## src/rtl/idf_pkg.sv

```systemverilog
// Package: shared types for the integrate-and-dump filter.
// Assumes nothing beyond IEEE 1800-2017 enum support.
package idf_pkg;
    // Position of a dump within its output pair.
    typedef enum logic {
        PH_EVEN = 1'b0,
        PH_ODD  = 1'b1
    } idf_phase_e;
endpackage

```

## src/rtl/idf_ctrl.sv

```systemverilog
// Module: idf_ctrl
// Turns the decimation code and the sample strobes into per-sample control:
// start of a new accumulation, dump, and pair completion. An undefined code
// falls back to code 0 and sets a sticky error flag.
// Assumes dec_code is stable apart from reset or a following sym_sync.
module idf_ctrl
    import idf_pkg::*;
#(
    parameter int MAX_LOG = 4,
    parameter int CODE_W  = 4
) (
    input  logic              clk,
    input  logic              rst_n,
    input  logic              in_valid,
    input  logic              sym_sync,
    input  logic [CODE_W-1:0] dec_code,
    output logic              first_o,
    output logic              dump_o,
    output logic              pair_o,
    output logic              cfg_err_o
);
    localparam int CNT_W = MAX_LOG;

    logic [CNT_W-1:0]  cnt;
    logic [CNT_W-1:0]  cnt_eff;
    logic [CNT_W-1:0]  len_m1;
    logic [CODE_W-1:0] code_eff;
    logic              code_bad;
    logic              last;
    idf_phase_e        phase;
    idf_phase_e        phase_eff;

    // Decode the code into an accumulation length, substituting code 0 for bad codes.
    always_comb begin
        code_bad = (dec_code > CODE_W'(MAX_LOG));
        code_eff = code_bad ? '0 : dec_code;
        len_m1   = CNT_W'((32'd1 << code_eff) - 32'd1);
    end

    // A timing strobe restarts both the sample count and the pair phase.
    always_comb begin
        cnt_eff   = sym_sync ? '0 : cnt;
        phase_eff = sym_sync ? PH_EVEN : phase;
        last      = (cnt_eff == len_m1);
        first_o   = (cnt_eff == '0);
        dump_o    = in_valid && last;
        pair_o    = dump_o && (phase_eff == PH_ODD);
    end

    // Advance the sample count and the pair phase on each accepted sample.
    always_ff @(posedge clk) begin
        if (!rst_n) begin
            cnt   <= '0;
            phase <= PH_EVEN;
        end else if (in_valid) begin
            cnt <= last ? '0 : cnt_eff + 1'b1;
            if (last) begin
                phase <= (phase_eff == PH_ODD) ? PH_EVEN : PH_ODD;
            end else begin
                phase <= phase_eff;
            end
        end
    end

    // Hold the error flag once an undefined code has been seen.
    always_ff @(posedge clk) begin
        if (!rst_n) begin
            cfg_err_o <= 1'b0;
        end else if (code_bad) begin
            cfg_err_o <= 1'b1;
        end
    end

    assert_err_set_R7: assert property (@(posedge clk) disable iff (!rst_n)
        (dec_code > CODE_W'(MAX_LOG)) |=> cfg_err_o);

    assert_err_sticky_R7: assert property (@(posedge clk) disable iff (!rst_n)
        cfg_err_o |=> cfg_err_o);
endmodule

```

## src/rtl/idf_chan.sv

```systemverilog
// Module: idf_chan
// One rail of the filter: accumulator, clamped arithmetic right shifter,
// and a non-overlapping pair summer. With DELAY_OPT set, it also builds a
// path that pairs the previous odd dump with the current even dump, which
// delays the rail by half a symbol.
// Assumes the control strobes come from idf_ctrl in the same cycle.
module idf_chan #(
    parameter int IN_W      = 10,
    parameter int MAX_LOG   = 4,
    parameter int SH_W      = 3,
    parameter bit DELAY_OPT = 1'b0
) (
    input  logic                                 clk,
    input  logic                                 rst_n,
    input  logic                                 in_valid,
    input  logic                                 first,
    input  logic                                 dump,
    input  logic                                 pair,
    input  logic [SH_W-1:0]                      shift_amt,
    input  logic                                 delay_en,
    input  logic signed [IN_W-1:0]               x,
    output logic signed [IN_W+MAX_LOG:0]         y
);
    localparam int ACC_W   = IN_W + MAX_LOG;
    localparam int OUT_W   = ACC_W + 1;
    localparam int ACC_MAX = ((1 << (IN_W - 1)) - 1) << MAX_LOG;

    logic signed [ACC_W-1:0] acc;
    logic signed [ACC_W-1:0] x_ext;
    logic signed [ACC_W-1:0] sum_next;
    logic signed [ACC_W-1:0] dumped;
    logic signed [ACC_W-1:0] d_even;
    logic signed [OUT_W-1:0] y_nd;
    logic [SH_W-1:0]         sh_eff;

    // Extend the sample, accumulate it, and scale the result of a dump.
    always_comb begin
        x_ext    = {{MAX_LOG{x[IN_W-1]}}, x};
        sum_next = first ? x_ext : acc + x_ext;
        sh_eff   = (shift_amt > SH_W'(MAX_LOG)) ? SH_W'(MAX_LOG) : shift_amt;
        dumped   = sum_next >>> sh_eff;
    end

    // Register the running sum on each accepted sample.
    always_ff @(posedge clk) begin
        if (!rst_n) begin
            acc <= '0;
        end else if (in_valid) begin
            acc <= sum_next;
        end
    end

    // Keep the even dump, then add it to the odd dump when the pair completes.
    always_ff @(posedge clk) begin
        if (!rst_n) begin
            d_even <= '0;
            y_nd   <= '0;
        end else if (pair) begin
            y_nd <= {d_even[ACC_W-1], d_even} + {dumped[ACC_W-1], dumped};
        end else if (dump) begin
            d_even <= dumped;
        end
    end

    generate
        if (DELAY_OPT) begin : g_dly
            logic signed [ACC_W-1:0] d_last;
            logic signed [OUT_W-1:0] y_d;
            // Pair the previous odd dump with the current even dump.
            always_ff @(posedge clk) begin
                if (!rst_n) begin
                    d_last <= '0;
                    y_d    <= '0;
                end else if (pair) begin
                    y_d    <= {d_last[ACC_W-1], d_last} + {d_even[ACC_W-1], d_even};
                    d_last <= dumped;
                end
            end
            assign y = delay_en ? y_d : y_nd;
        end else begin : g_nodly
            logic unused_delay_en;
            assign unused_delay_en = delay_en;
            assign y = y_nd;
        end
    endgenerate

    assert_acc_range_R8: assert property (@(posedge clk) disable iff (!rst_n)
        int'(acc) <= ACC_MAX);
endmodule

```

## src/rtl/idf_top.sv

```systemverilog
// Module: idf_top
// Decimating integrate-and-dump matched filter for complex baseband. One
// shared controller drives two rails. Only the Q rail is built with the
// half-symbol delay option.
// Assumes the configuration inputs stay static apart from reset or sym_sync.
module idf_top #(
    parameter int IN_W    = 10,
    parameter int MAX_LOG = 4,
    parameter int CODE_W  = 4,
    parameter int SH_W    = 3
) (
    input  logic                          clk,
    input  logic                          rst_n,
    input  logic                          in_valid,
    input  logic                          sym_sync,
    input  logic signed [IN_W-1:0]        i_in,
    input  logic signed [IN_W-1:0]        q_in,
    input  logic [CODE_W-1:0]             dec_code,
    input  logic [SH_W-1:0]               shift_amt,
    input  logic                          oqpsk_en,
    output logic                          out_valid,
    output logic signed [IN_W+MAX_LOG:0]  i_out,
    output logic signed [IN_W+MAX_LOG:0]  q_out,
    output logic                          cfg_err
);
    localparam int OUT_W = IN_W + MAX_LOG + 1;
    localparam int NCH   = 2;

    logic first, dump, pair;
    logic signed [IN_W-1:0]  x_ch [NCH];
    logic signed [OUT_W-1:0] y_ch [NCH];

    assign x_ch[0] = i_in;
    assign x_ch[1] = q_in;

    idf_ctrl #(.MAX_LOG(MAX_LOG), .CODE_W(CODE_W)) u_ctrl (
        .clk      (clk),
        .rst_n    (rst_n),
        .in_valid (in_valid),
        .sym_sync (sym_sync),
        .dec_code (dec_code),
        .first_o  (first),
        .dump_o   (dump),
        .pair_o   (pair),
        .cfg_err_o(cfg_err)
    );

    generate
        for (genvar ch = 0; ch < NCH; ch++) begin : g_ch
            idf_chan #(
                .IN_W     (IN_W),
                .MAX_LOG  (MAX_LOG),
                .SH_W     (SH_W),
                .DELAY_OPT(ch == 1)
            ) u_chan (
                .clk      (clk),
                .rst_n    (rst_n),
                .in_valid (in_valid),
                .first    (first),
                .dump     (dump),
                .pair     (pair),
                .shift_amt(shift_amt),
                .delay_en ((ch == 1) ? oqpsk_en : 1'b0),
                .x        (x_ch[ch]),
                .y        (y_ch[ch])
            );
        end
    endgenerate

    assign i_out = y_ch[0];
    assign q_out = y_ch[1];

    // Register the pair-completion strobe so it lines up with the pair sums.
    always_ff @(posedge clk) begin
        if (!rst_n) begin
            out_valid <= 1'b0;
        end else begin
            out_valid <= pair;
        end
    end

    assert_strobe_single_R4: assert property (@(posedge clk) disable iff (!rst_n)
        out_valid |=> !out_valid);

    assert_strobe_cause_R2: assert property (@(posedge clk) disable iff (!rst_n)
        out_valid |-> $past(in_valid));
endmodule

```

## config.mk

```make
export PLATFORM = sky130hd
export DESIGN_NAME = idf_top
export DESIGN_NICKNAME = d
export VERILOG_FILES = /design/src/rtl/idf_pkg.sv /design/src/rtl/idf_ctrl.sv /design/src/rtl/idf_chan.sv /design/src/rtl/idf_top.sv
export SDC_FILE = /design/constraint.sdc
export NUM_CORES = 1
export LEC_CHECK = 0
export ABC_AREA = 0
export CAP_MARGIN = 20
export CELL_PAD_IN_SITES_DETAIL_PLACEMENT = 0
export CELL_PAD_IN_SITES_GLOBAL_PLACEMENT = 1
export CORE_ASPECT_RATIO = 0.9
export CORE_MARGIN = 8
export CORE_UTILIZATION = 35
export CTS_CLUSTER_SIZE = 14
export DETAILED_ROUTE_END_ITERATION = 12
export PLACE_DENSITY = 0.71
export SYNTH_ARGS = -nofsm -noshare
export SYNTH_HDL_FRONTEND = slang
export SYNTH_SLANG_ARGS = --single-unit
```

## constraint.sdc

```tcl
create_clock -name clk -period 7 [get_ports clk]
set_input_delay 1.4 -clock clk [delete_from_list [all_inputs] [get_ports clk]]
set_output_delay 1.4 -clock clk [all_outputs]
set_load 0.03 [all_outputs]
```

# After elaboration in Yosys (flattened, before gate mapping)
# Cells that the tools add are included.
[op_classes]
addsub = 7
order_cmp = 2
n_eq_ne = 1
shift = 3
muxes = 10
bitwise_logic = 1
reduce_logical = 4
[op_table]
columns = ["op", "count"]
rows = [
  ["$add 14x14->15", 3],
  ["$add 14x10->14", 2],
  ["$mux 14", 2],
  ["$sshr 14x3->14", 2],
  ["$mux 15", 1],
  ["$mux 4", 3],
  ["$add 4x1->4 const B", 1],
  ["$eq 4x4->1", 1],
  ["$gt 4x3->1 const B", 1],
  ["$logic_not 4->1", 1],
  ["$shl 1x4->4 const A", 1],
  ["$sub 4x1->4 const B", 1],
  ["$gt 3x3->1 const B", 1],
  ["$mux 1", 3],
  ["$mux 3", 1],
  ["$logic_and 1x1->1", 2],
  ["$reduce_and 2->1", 1],
  ["$not 1->1", 1],
]
[totals]
reg_bits = 122
in_bits = 32
output_inout_bits = 32
word_cells = 40

# Logic depth before layout (Yosys ltp)
# Gate-level depths: netlist of the first run.
[logic_depth]
depth_word = 9
mapped_depth = 22
depth_no_buf = 20

# By module
# From an unflattened synthesis of the first run, not the netlist that was laid out.
[unflattened]
cells_unflattened = 1183
area_unflattened_um2 = 9540.4
[modules_own_cells]
columns = ["module", "n_inst", "cells_per_inst", "area_per_inst_um2", "seq_area_each_um2"]
rows = [
  ["idf_chan at g_ch[1].u_chan", 1, 664, 5434.0, 1441.4],
  ["idf_chan at g_ch[0].u_chan", 1, 456, 3549.7, 860.8],
  ["idf_ctrl", 1, 60, 526.8, 120.1],
  ["idf_top", 1, 3, 30.0, 20.0],
]

# Worst setup path after synthesis of the first run
# No wires, ideal clock.
[synth_timing]
path_type = "input to register"
from = "input sym_sync"
to = "register g_ch[0].u_chan.y_nd[14]"
t_arrival_ns = 5.684
path_slack_ns = 1.257
path_stages = 21
path_buffers = 5
cell_sequence = "buf_2 > nand2b_1 > ha_1 > buf_1 > and2_1 > buf_2 > buf_2 > buf_1 > mux2i_1 > nand2_1 > o211ai_1 > o221ai_1 > fa_1 > a21o_1 > a21oi_1 > o21bai_1 > a2111o_1 > nand2_1 > o21ai_0 > a2111oi_0 > o31a_1"
[synth_via]
elab_chain_cells = 5
word_cells_on_any_way = 9
classes_between = "1 x add/sub; 1 x eq/ne; 1 x shift; 3 x mux; 3 x reduce/logical"
[synth_lines]
columns = ["element", "line_no", "text"]
rows = [
  ["start, declared", "idf_top.sv:15", "input logic sym_sync,"],
  ["$mux 4", "idf_ctrl.sv:42", "cnt_eff = sym_sync ? '0 : cnt;"],
  ["$logic_not 4->1", "idf_ctrl.sv:45", "first_o = (cnt_eff == '0);"],
  ["$mux 14", "idf_chan.sv:39", "sum_next = first ? x_ext : acc + x_ext;"],
  ["$sshr 14x3->14", "idf_chan.sv:41", "dumped = sum_next >>> sh_eff;"],
  ["net g_ch[0].u_chan.dumped[1]", "idf_chan.sv:31", "logic signed [ACC_W-1:0] dumped;"],
  ["$add 14x14->15", "idf_chan.sv:59", "y_nd <= {d_even[ACC_W-1], d_even} + {dumped[ACC_W-1], dumped};"],
  ["end signal, assigned", "idf_chan.sv:59", ""],
  ["end, declared", "idf_chan.sv:33", "logic signed [OUT_W-1:0] y_nd;"],
]
# The timed path passes the listed nets, and every way through them passes these cells.
# A chain may end at the register's enable or synchronous reset.

# Worst setup path in the final report of the first run
# Same ends and word-level chain as after synthesis.

==> results of run 1 <==
## metal layers
layer | routed length [um] | part of all wire | vias up | track usage
met1 | 12900 | 0.47 | 4155 | 0.221
met2 | 13000 | 0.47 | 189 | 0.288
met5 | 0 | 0 | - | 0
met3 | 1170 | 0.042 | 32 | 0.0348
met4 | 492 | 0.018 | 0 | 0.0476
li1 | - | - | 4459 | -
## final timing paths
| kind | startpoint | to | slack (ns) | cells after the start |
|---|---|---|---|---|
| worst max-delay path | sym_sync | g_ch[0].u_chan.y[14] | 0.90 | 18 |
| worst min-delay path | g_ch[1].u_chan.y_nd[5] | g_ch[1].u_chan.y_nd[5] | 0.45 | 2 |
| worst max register to register | g_ch[1].u_chan.acc[1] | g_ch[1].u_chan.y_nd[13] | 2.18 | 16 |
| worst min register to register | g_ch[1].u_chan.y_nd[5] | g_ch[1].u_chan.y_nd[5] | 0.45 | 2 |
## metrics by stage
stage / area, um^2 / power (mW) / hold WS [ns]
floorplan: 9310 / 1.20 / 0.428
global placement: 10300 / 1.37 / 0.438
detailed placement: 10300 / 1.37 / 0.442
CTS: 10900 / 2.30 / 0.449
global route: 10900 / 2.40 / 0.470
finish: 10900 / 2.28 / 0.446
## state kept, by name, summed over array words and instances (netlist names)
register and cells:
g_ch.u_chan.acc 28, u_ctrl.cfg_err_o 1, g_ch.u_chan.y 15, g_ch.u_chan.g_dly.y_d 15, u_ctrl.cnt 4, out_valid 1
u_ctrl.phase 1, g_ch.u_chan.d_even 28, g_ch.u_chan.g_dly.d_last 14, g_ch.u_chan.y_nd 15
## cell families after synthesis
family / after synthesis
AO/OA/AOI/OAI: 374
XOR/XNOR: 41
adder cells (fa/ha/maj): 78
buffers and inverters: 115
flip-flops: 122
multiplexers: 49
AND/OR/NAND/NOR: 423
## synthesized netlist by cell type, drive strengths merged (9+ instances only)
library cell and number:
a211oi 25, a21o 18, o211ai 21, o21a 18, nor2 110, nor3 29
o21ai 62, nand3 43, a31oi 11, o31ai 16, ha 73, and3 11
mux2 20, xor2 9, clkbuf 51, nand2b 16, nand2 150, a21oi 116
xnor2 32, dfxtp 122, mux2i 22, buf 18, nor2b 13, inv 45
## power by group through the flow
stage / clock, mW / sequential (mW) / combinational [mW]
finish: 0.921 / 0.746 / 0.615
global route: 0.970 / 0.750 / 0.682
CTS: 0.940 / 0.746 / 0.615
detailed placement: 0 / 0.761 / 0.611
global placement: 0 / 0.761 / 0.612
floorplan: 0 / 0.757 / 0.446
## final cells by class
| class | count | area [um^2] |
|---|---|---|
| clock buffers | 18 | 429 |
| clock inverters | 14 | 173 |
| fillers | 2661 | 15300 |
| inverters | 46 | 173 |
| multi-input cells | 965 | 6430 |
| flip-flops and latches | 122 | 2440 |
| well taps | 348 | 435 |
| repair buffers | 87 | 801 |
## worst reg2reg max path: stages, from the launching register on
cell,delay [ns]
dfxtp_1,0.33
ha_1,0.30
a211oi_1,0.32
o211ai_1,0.34
a2111oi_0,0.53
o21ba_2,0.26
mux2i_1,0.12
xnor2_1,0.71
nor2_1,0.19
nor2_1,0.15
ha_1,0.27
nand2_1,0.08
nor4bb_1,0.43
nor3_1,0.15
o2111ai_1,0.19
o31ai_1,0.12
a31o_2,0.23
==> impl_metrics.prom, run 1 <==
# TYPE chip_impl_metric gauge
chip_impl_metric{name="internal-power",unit="mW"} 1.54
chip_impl_metric{name="static-leakage-power",unit="nW"} 4.35
chip_impl_metric{name="postSynthCellCount",unit=""} 1202
chip_impl_metric{name="share_of_power_burned_in_the_clock_network",unit=""} 0.404
chip_impl_metric{name="clk_pin_slew_worst_paths",unit="ns"} 0.06
chip_impl_info{name="combinational_family_with_the_most_area_after_synthesis",value="compound AO/OA/AOI/OAI gates"} 1
chip_impl_metric{name="final_nets",unit=""} 1349
chip_impl_info{name="final_cell_mix",value="150 x nand2_1, 122 x dfxtp_1, 115 x a21oi_1"} 1
chip_impl_info{name="critical_path_s_slowest_cell",value="clkdlybuf4s50_1"} 1
chip_impl_metric{name="detail_route.vias_per_cell",unit=""} 5.52
chip_impl_metric{name="drv_cap",unit=""} 0
chip_impl_metric{name="grt_max_degree",unit=""} 64
chip_impl_info{name="cts_root_buf",value="clkbuf_16"} 1
chip_impl_metric{name="final_max_slew_viol_count",unit=""} 0
chip_impl_info{name="critical_path.endpoint_type",value="flop"} 1
chip_impl_metric{name="globalRouteTotalUtil",unit=""} 0.171
chip_impl_metric{name="place_ws",unit="ns"} 0.554
chip_impl_metric{name="design.core.area",unit="um^2"} 26100
chip_impl_metric{name="diodes",unit=""} 0
chip_impl_metric{name="async_flop_share",unit=""} 0
chip_impl_metric{name="dp_cells",unit=""} 1568
chip_impl_metric{name="ratio_of_cells_with_drive_above_1_in_the_final_layout",unit=""} 0.0919
chip_impl_metric{name="number_of_detailed_route_iterations_in_the_first_pass",unit=""} 5
chip_impl_metric{name="die_h",unit="um"} 171
chip_impl_metric{name="post_synthesis_sequential_area_ratio",unit=""} 0.262
chip_impl_metric{name="ctsHoldBuffers",unit=""} 0
chip_impl_metric{name="ys_warn_count",unit=""} 0
chip_impl_metric{name="peakVddDrop",unit="mV"} 0.151
chip_impl_metric{name="power.density_cell_area",unit="nW/um^2"} 210
chip_impl_metric{name="global_route.overflow_total",unit=""} 0
chip_impl_metric{name="power.combinational.fraction",unit=""} 0.270
chip_impl_metric{name="gp_routability_congestion",unit=""} 0.846
chip_impl_metric{name="antenna_found_initial",unit=""} 0
chip_impl_metric{name="final.setup.worst_slack",unit="ns"} 0.901
chip_impl_metric{name="timing.setup.tns",unit="ns"} 0
chip_impl_info{name="worst_hold_path_type",value="flop to flop"} 1
chip_impl_metric{name="setup_viol",unit=""} 0
chip_impl_metric{name="mappedNetlistArea",unit="um^2"} 9310
chip_impl_metric{name="synth_fp_nets",unit=""} 1312
chip_impl_metric{name="die_w",unit="um"} 188
chip_impl_metric{name="number_of_drc_markers_in_iteration_0",unit=""} 648
chip_impl_metric{name="timing_worst_slew_pin_value",unit="ns"} 0.886
chip_impl_metric{name="power.share.sequential",unit=""} 0.327
chip_impl_metric{name="route.detailed.wl_per_inst",unit="um"} 17.2
chip_impl_metric{name="worstSkewPairLatency",unit="ns"} 0.43
chip_impl_metric{name="cp_max_fo",unit=""} 26
chip_impl_info{name="synth_top_flop_cell",value="dfxtp_1"} 1
chip_impl_info{name="cts_tree",value="done"} 1
chip_impl_metric{name="ys_ff_latch",unit=""} 122
chip_impl_metric{name="count_of_unresolved_drc_violations_after_routing",unit=""} 0
chip_impl_metric{name="first_pass_grt_wire_length",unit="um"} 44900
chip_impl_metric{name="critPathMaxStageDelay",unit="ns"} 0.65
chip_impl_metric{name="detail_route.wirelength",unit="um"} 27600
chip_impl_metric{name="yosys.area_share.adder",unit=""} 0.109
chip_impl_info{name="setup_repair_after_global_routing_missed_its_margin",value="false"} 1
chip_impl_metric{name="finalHoldViolations",unit=""} 0
chip_impl_info{name="layout_commonest_cell",value="nand2_1"} 1
chip_impl_metric{name="power_switching_share",unit=""} 0.326
chip_impl_info{name="ys_top_cells_by_area",value="dfxtp_1 26%, ha_1 9.8%, a21oi_1 6.2%"} 1
chip_impl_info{name="post-synth-top-area-cell",value="dfxtp_1"} 1
chip_impl_metric{name="top_achievable_clock_speed",unit="MHz"} 164
chip_impl_metric{name="stdcell_count",unit=""} 1600
chip_impl_info{name="path_cells",value="clkdlybuf4s50_1 -> nand2b_1 -> ha_1 -> and2_1 -> buf_4 -> mux2i_1 -> nand2_1 -> o211ai_1 -> o221ai_1 -> fa_1 -> a21o_1 -> a21oi_1 -> o21bai_1 -> a2111o_1 -> nand2_1 -> o21ai_0 -> a2111oi_0 -> o31a_1"} 1
chip_impl_info{name="status",value="completed"} 1
chip_impl_metric{name="finalCriticalPeriod",unit="ns"} 6.10
chip_impl_info{name="crit_type",value="primary input to flop"} 1
chip_impl_metric{name="yosys.area_share.simple",unit=""} 0.211
chip_impl_info{name="cpMostUsedCell",value="nand2_1"} 1
chip_impl_metric{name="cts-root-to-sink-buffers",unit=""} 2
chip_impl_metric{name="synth_xor_area_frac",unit=""} 0.0386
chip_impl_metric{name="setup_clock_skew_after_layout",unit="ns"} 0.0133
chip_impl_metric{name="design.die.area",unit="um^2"} 32100
chip_impl_metric{name="cts_setup_buffers",unit=""} 0
chip_impl_metric{name="netlist.area_leader.share",unit=""} 0.262
chip_impl_metric{name="final_antenna_net_count",unit=""} 0
chip_impl_metric{name="detailed_placement_hpwl",unit="um"} 20400
chip_impl_metric{name="synth-edff-count",unit=""} 0
chip_impl_metric{name="cts_made_buffers",unit=""} 17
chip_impl_metric{name="yosys.cell_types.count",unit=""} 77
chip_impl_metric{name="cts_resized",unit=""} 0
chip_impl_metric{name="utilization",unit=""} 0.416
chip_impl_metric{name="worst-path-buf-inv",unit=""} 2
chip_impl_metric{name="avgSynthCellArea",unit="um^2"} 7.75
chip_impl_metric{name="cts_max_level",unit=""} 4
chip_impl_metric{name="grt_pass1_vias",unit=""} 8399
chip_impl_info{name="worst_setup_path_start_kind",value="primary input"} 1
chip_impl_metric{name="floorplan.initialDensity",unit=""} 0.356
chip_impl_metric{name="synth_mux_area_frac",unit=""} 0.0648
chip_impl_metric{name="finalCritPeriodShare",unit=""} 0.871
chip_impl_metric{name="io_buffers",unit=""} 63
chip_impl_info{name="path_delay_family",value="compound AO/OA/AOI/OAI gates"} 1
chip_impl_metric{name="routed-via-count",unit=""} 8835
chip_impl_metric{name="slew-limit-headroom",unit=""} 0.405
chip_impl_metric{name="critPathArrivalTime",unit="ns"} 6.47
chip_impl_metric{name="switching_power_summed_over_all_nets",unit="mW"} 0.745
chip_impl_metric{name="synth_compound_area_frac",unit=""} 0.266
chip_impl_metric{name="io_pins",unit=""} 64
chip_impl_metric{name="num_rows",unit=""} 56
chip_impl_metric{name="worstPathRequired",unit="ns"} 7.37
chip_impl_metric{name="syn_to_final_growth",unit="%"} 16.8
chip_impl_metric{name="cts.sinks",unit=""} 122
Power figures use the tool's default switching activity.
==> inputs of run 2 (changes only) <==
--- a/config.mk
+++ b/config.mk
@@ -10,11 +10,10 @@
 export CELL_PAD_IN_SITES_DETAIL_PLACEMENT = 0
 export CELL_PAD_IN_SITES_GLOBAL_PLACEMENT = 1
 export CORE_ASPECT_RATIO = 0.9
-export CORE_MARGIN = 8
 export CORE_UTILIZATION = 35
 export CTS_CLUSTER_SIZE = 14
 export DETAILED_ROUTE_END_ITERATION = 12
-export PLACE_DENSITY = 0.71
+export PLACE_DENSITY = 0.74
 export SYNTH_ARGS = -nofsm -noshare
 export SYNTH_HDL_FRONTEND = slang
 export SYNTH_SLANG_ARGS = --single-unit
==> run 2 against run 1 <==
- non-clock buffer count decreased by 3
- critical path depth decreased by 1
- global-route usage increased by 3.4 points
- die area decreased by 15%
- clock skew decreased by 0.0016 ns
- sequential share of layout area about the same
- sequential cell count unchanged
- utilization increased by 0.083 points
- combinational power increased by 1%
==> impl_metrics.prom, run 2 (synthesized netlist as in run 1, its figures left out) <==
# TYPE chip_impl_metric gauge
chip_impl_metric{name="finalHoldViolations",unit=""} 0
chip_impl_metric{name="static-leakage-power",unit="nW"} 4.33
chip_impl_metric{name="cts-root-to-sink-buffers",unit=""} 2
chip_impl_metric{name="number_of_drc_markers_in_iteration_0",unit=""} 556
chip_impl_info{name="worstReg2RegStart",value="u_ctrl.cnt[3]"} 1
chip_impl_metric{name="power.density_cell_area",unit="nW/um^2"} 212
chip_impl_info{name="reg_top3",value="g_ch.u_chan.acc x28, g_ch.u_chan.d_even x28"} 1
chip_impl_info{name="setup_repair_after_global_routing_missed_its_margin",value="false"} 1
chip_impl_metric{name="critPathArrivalTime",unit="ns"} 6.51
chip_impl_metric{name="clk_pin_slew_worst_paths",unit="ns"} 0.06
chip_impl_metric{name="finalCritPeriodShare",unit=""} 0.879
chip_impl_metric{name="grt_max_degree",unit=""} 62
chip_impl_metric{name="finalCriticalPeriod",unit="ns"} 6.15
chip_impl_metric{name="cts_setup_buffers",unit=""} 0
chip_impl_metric{name="drv_cap",unit=""} 0
chip_impl_info{name="holdCritStartpoint",value="g_ch[1].u_chan.y_nd[3]"} 1
chip_impl_metric{name="worstSkewPairLatency",unit="ns"} 0.43
chip_impl_metric{name="cts_resized",unit=""} 0
chip_impl_metric{name="floorplan.initialDensity",unit=""} 0.357
chip_impl_metric{name="slew-limit-headroom",unit=""} 0.409
chip_impl_metric{name="first_pass_grt_wire_length",unit="um"} 44700
chip_impl_metric{name="gp_routability_congestion",unit=""} 0.856
chip_impl_metric{name="power.share.sequential",unit=""} 0.323
chip_impl_metric{name="setup_viol",unit=""} 0
chip_impl_info{name="worst_setup_path_start_kind",value="primary input"} 1
chip_impl_metric{name="worstHoldPathCells",unit=""} 2
chip_impl_metric{name="globalRouteTotalUtil",unit=""} 0.206
chip_impl_metric{name="r2r.worst_path.cells",unit=""} 16
chip_impl_info{name="worstReg2RegEnd",value="g_ch[0].u_chan.y[14]"} 1
chip_impl_metric{name="ctsHoldBuffers",unit=""} 0
chip_impl_metric{name="final_max_slew_viol_count",unit=""} 0
chip_impl_metric{name="cts.sinks",unit=""} 122
chip_impl_info{name="layout_commonest_cell",value="nand2_1"} 1
chip_impl_metric{name="cp_max_fo",unit=""} 26
chip_impl_metric{name="setup_clock_skew_after_layout",unit="ns"} 0.0117
chip_impl_info{name="cts_root_buf",value="clkbuf_16"} 1
chip_impl_metric{name="power_switching_share",unit=""} 0.332
chip_impl_metric{name="number_of_detailed_route_iterations_in_the_first_pass",unit=""} 4
chip_impl_info{name="cts_tree",value="done"} 1
chip_impl_metric{name="diodes",unit=""} 0
chip_impl_metric{name="peakVddDrop",unit="mV"} 0.136
chip_impl_metric{name="antenna_found_initial",unit=""} 0
chip_impl_metric{name="detail_route.vias_per_cell",unit=""} 5.51
chip_impl_metric{name="r2r_slack",unit="ns"} 1.84
chip_impl_metric{name="switching_power_summed_over_all_nets",unit="mW"} 0.766
chip_impl_metric{name="syn_to_final_growth",unit="%"} 16.7
chip_impl_metric{name="io_pins",unit=""} 64
chip_impl_metric{name="share_of_power_burned_in_the_clock_network",unit=""} 0.408
chip_impl_metric{name="totalPowerFinal",unit="mW"} 2.31
chip_impl_metric{name="final_nets",unit=""} 1346
chip_impl_info{name="critical_path.endpoint_type",value="flop"} 1
chip_impl_metric{name="grt_pass1_vias",unit=""} 8535
chip_impl_metric{name="cts_made_buffers",unit=""} 17
chip_impl_metric{name="die_w",unit="um"} 174
chip_impl_metric{name="route.detailed.wl_per_inst",unit="um"} 17.2
chip_impl_metric{name="top_achievable_clock_speed",unit="MHz"} 163
chip_impl_metric{name="detailed_placement_hpwl",unit="um"} 19900
chip_impl_metric{name="worstPathRequired",unit="ns"} 7.36
chip_impl_metric{name="internal-power",unit="mW"} 1.54
chip_impl_metric{name="timing_worst_slew_pin_value",unit="ns"} 0.885
chip_impl_info{name="status",value="completed"} 1
chip_impl_metric{name="final_antenna_net_count",unit=""} 0
chip_impl_info{name="min_delay_worst_endpoint",value="g_ch[1].u_chan.y_nd[3]"} 1
chip_impl_info{name="crit_type",value="primary input to flop"} 1
chip_impl_metric{name="detail_route.wirelength",unit="um"} 27500
chip_impl_metric{name="num_rows",unit=""} 56
chip_impl_metric{name="design.die.area",unit="um^2"} 27300
chip_impl_metric{name="routed-via-count",unit=""} 8803
chip_impl_metric{name="count_of_unresolved_drc_violations_after_routing",unit=""} 0
chip_impl_metric{name="design.core.area",unit="um^2"} 26100
chip_impl_info{name="final_cell_mix",value="150 x nand2_1, 122 x dfxtp_1, 115 x a21oi_1"} 1
chip_impl_metric{name="ratio_of_cells_with_drive_above_1_in_the_final_layout",unit=""} 0.0905
chip_impl_metric{name="cts_max_level",unit=""} 4
chip_impl_metric{name="io_buffers",unit=""} 63
chip_impl_info{name="worst_hold_path_type",value="flop to flop"} 1
chip_impl_metric{name="die_h",unit="um"} 157
chip_impl_metric{name="nFillCells",unit=""} 2750
chip_impl_metric{name="power.combinational.fraction",unit=""} 0.269
chip_impl_metric{name="timing.setup.tns",unit="ns"} 0
chip_impl_metric{name="global_route.overflow_total",unit=""} 0
[run 2: cell type report]
cell class / instances / area [um^2] / share of cell area
Multi-Input combinational cell: 965 / 6430 / 0.591
Sequential cell: 122 / 2440 / 0.225
Timing Repair Buffer: 84 / 778 / 0.0716
Tap cell: 348 / 435 / 0.0401
Clock buffer: 17 / 425 / 0.0391
Clock inverter: 15 / 191 / 0.0176
Inverter: 46 / 173 / 0.0159
[run 2: how the worst max path moves through the flow]
stage,startpoint,to,slack [ns],cells past startpoint
2_1_floorplan,sym_sync,g_ch[0].u_chan.y[14],1.26,21
3_3_place_gp,sym_sync,g_ch[0].u_chan.y[14],0.59,17
3_5_place_dp,sym_sync,g_ch[0].u_chan.y[14],0.45,17
4_1_cts,sym_sync,g_ch[0].u_chan.y[14],0.86,17
5_1_grt,sym_sync,g_ch[0].u_chan.y[14],0.52,17
6_report,sym_sync,g_ch[0].u_chan.y[14],0.85,17
[run 2: metrics by stage]
stage	cell area, um^2	setup WS (ns)	hold WS, ns	std cells	utilization
2_1_floorplan	9310	1.26	0.428	1202	-
6_report	10900	0.846	0.450	1597	0.417
3_5_place_dp	10300	0.447	0.443	1565	0.393
5_1_grt	10900	0.522	0.464	1597	0.417
3_3_place_gp	10300	0.592	0.436	1565	0.393
4_1_cts	10900	0.857	0.451	1597	0.417
[run 2: critical path: stages]
cell,delay [ns]
clkdlybuf4s50_1,0.66
o21bai_1,0.46
and2_1,0.53
buf_4,0.36
mux2i_1,0.28
nand2_1,0.08
o211ai_1,0.11
o221ai_1,0.25
fa_1,0.48
a21o_1,0.18
a21oi_1,0.25
o21bai_1,0.12
a2111o_1,0.44
nand2_1,0.10
o21ai_0,0.14
a2111oi_0,0.48
o31a_1,0.18
[run 2: per-layer routing]
metal	vias up	wire, um	track usage	share of wire
li1	4460	-	-	-
met1	4148	12800	0.259	0.47
met2	160	13200	0.357	0.48
met3	35	941	0.0360	0.034
met4	0	537	0.0647	0.020
met5	-	0	0	0
[run 2: power groups by stage]
stage,clock (mW),combinational [mW],sequential [mW]
2_1_floorplan,0,0.446,0.757
3_3_place_gp,0,0.612,0.761
3_5_place_dp,0,0.614,0.761
4_1_cts,0.960,0.618,0.746
5_1_grt,0.993,0.686,0.749
6_report,0.942,0.621,0.746
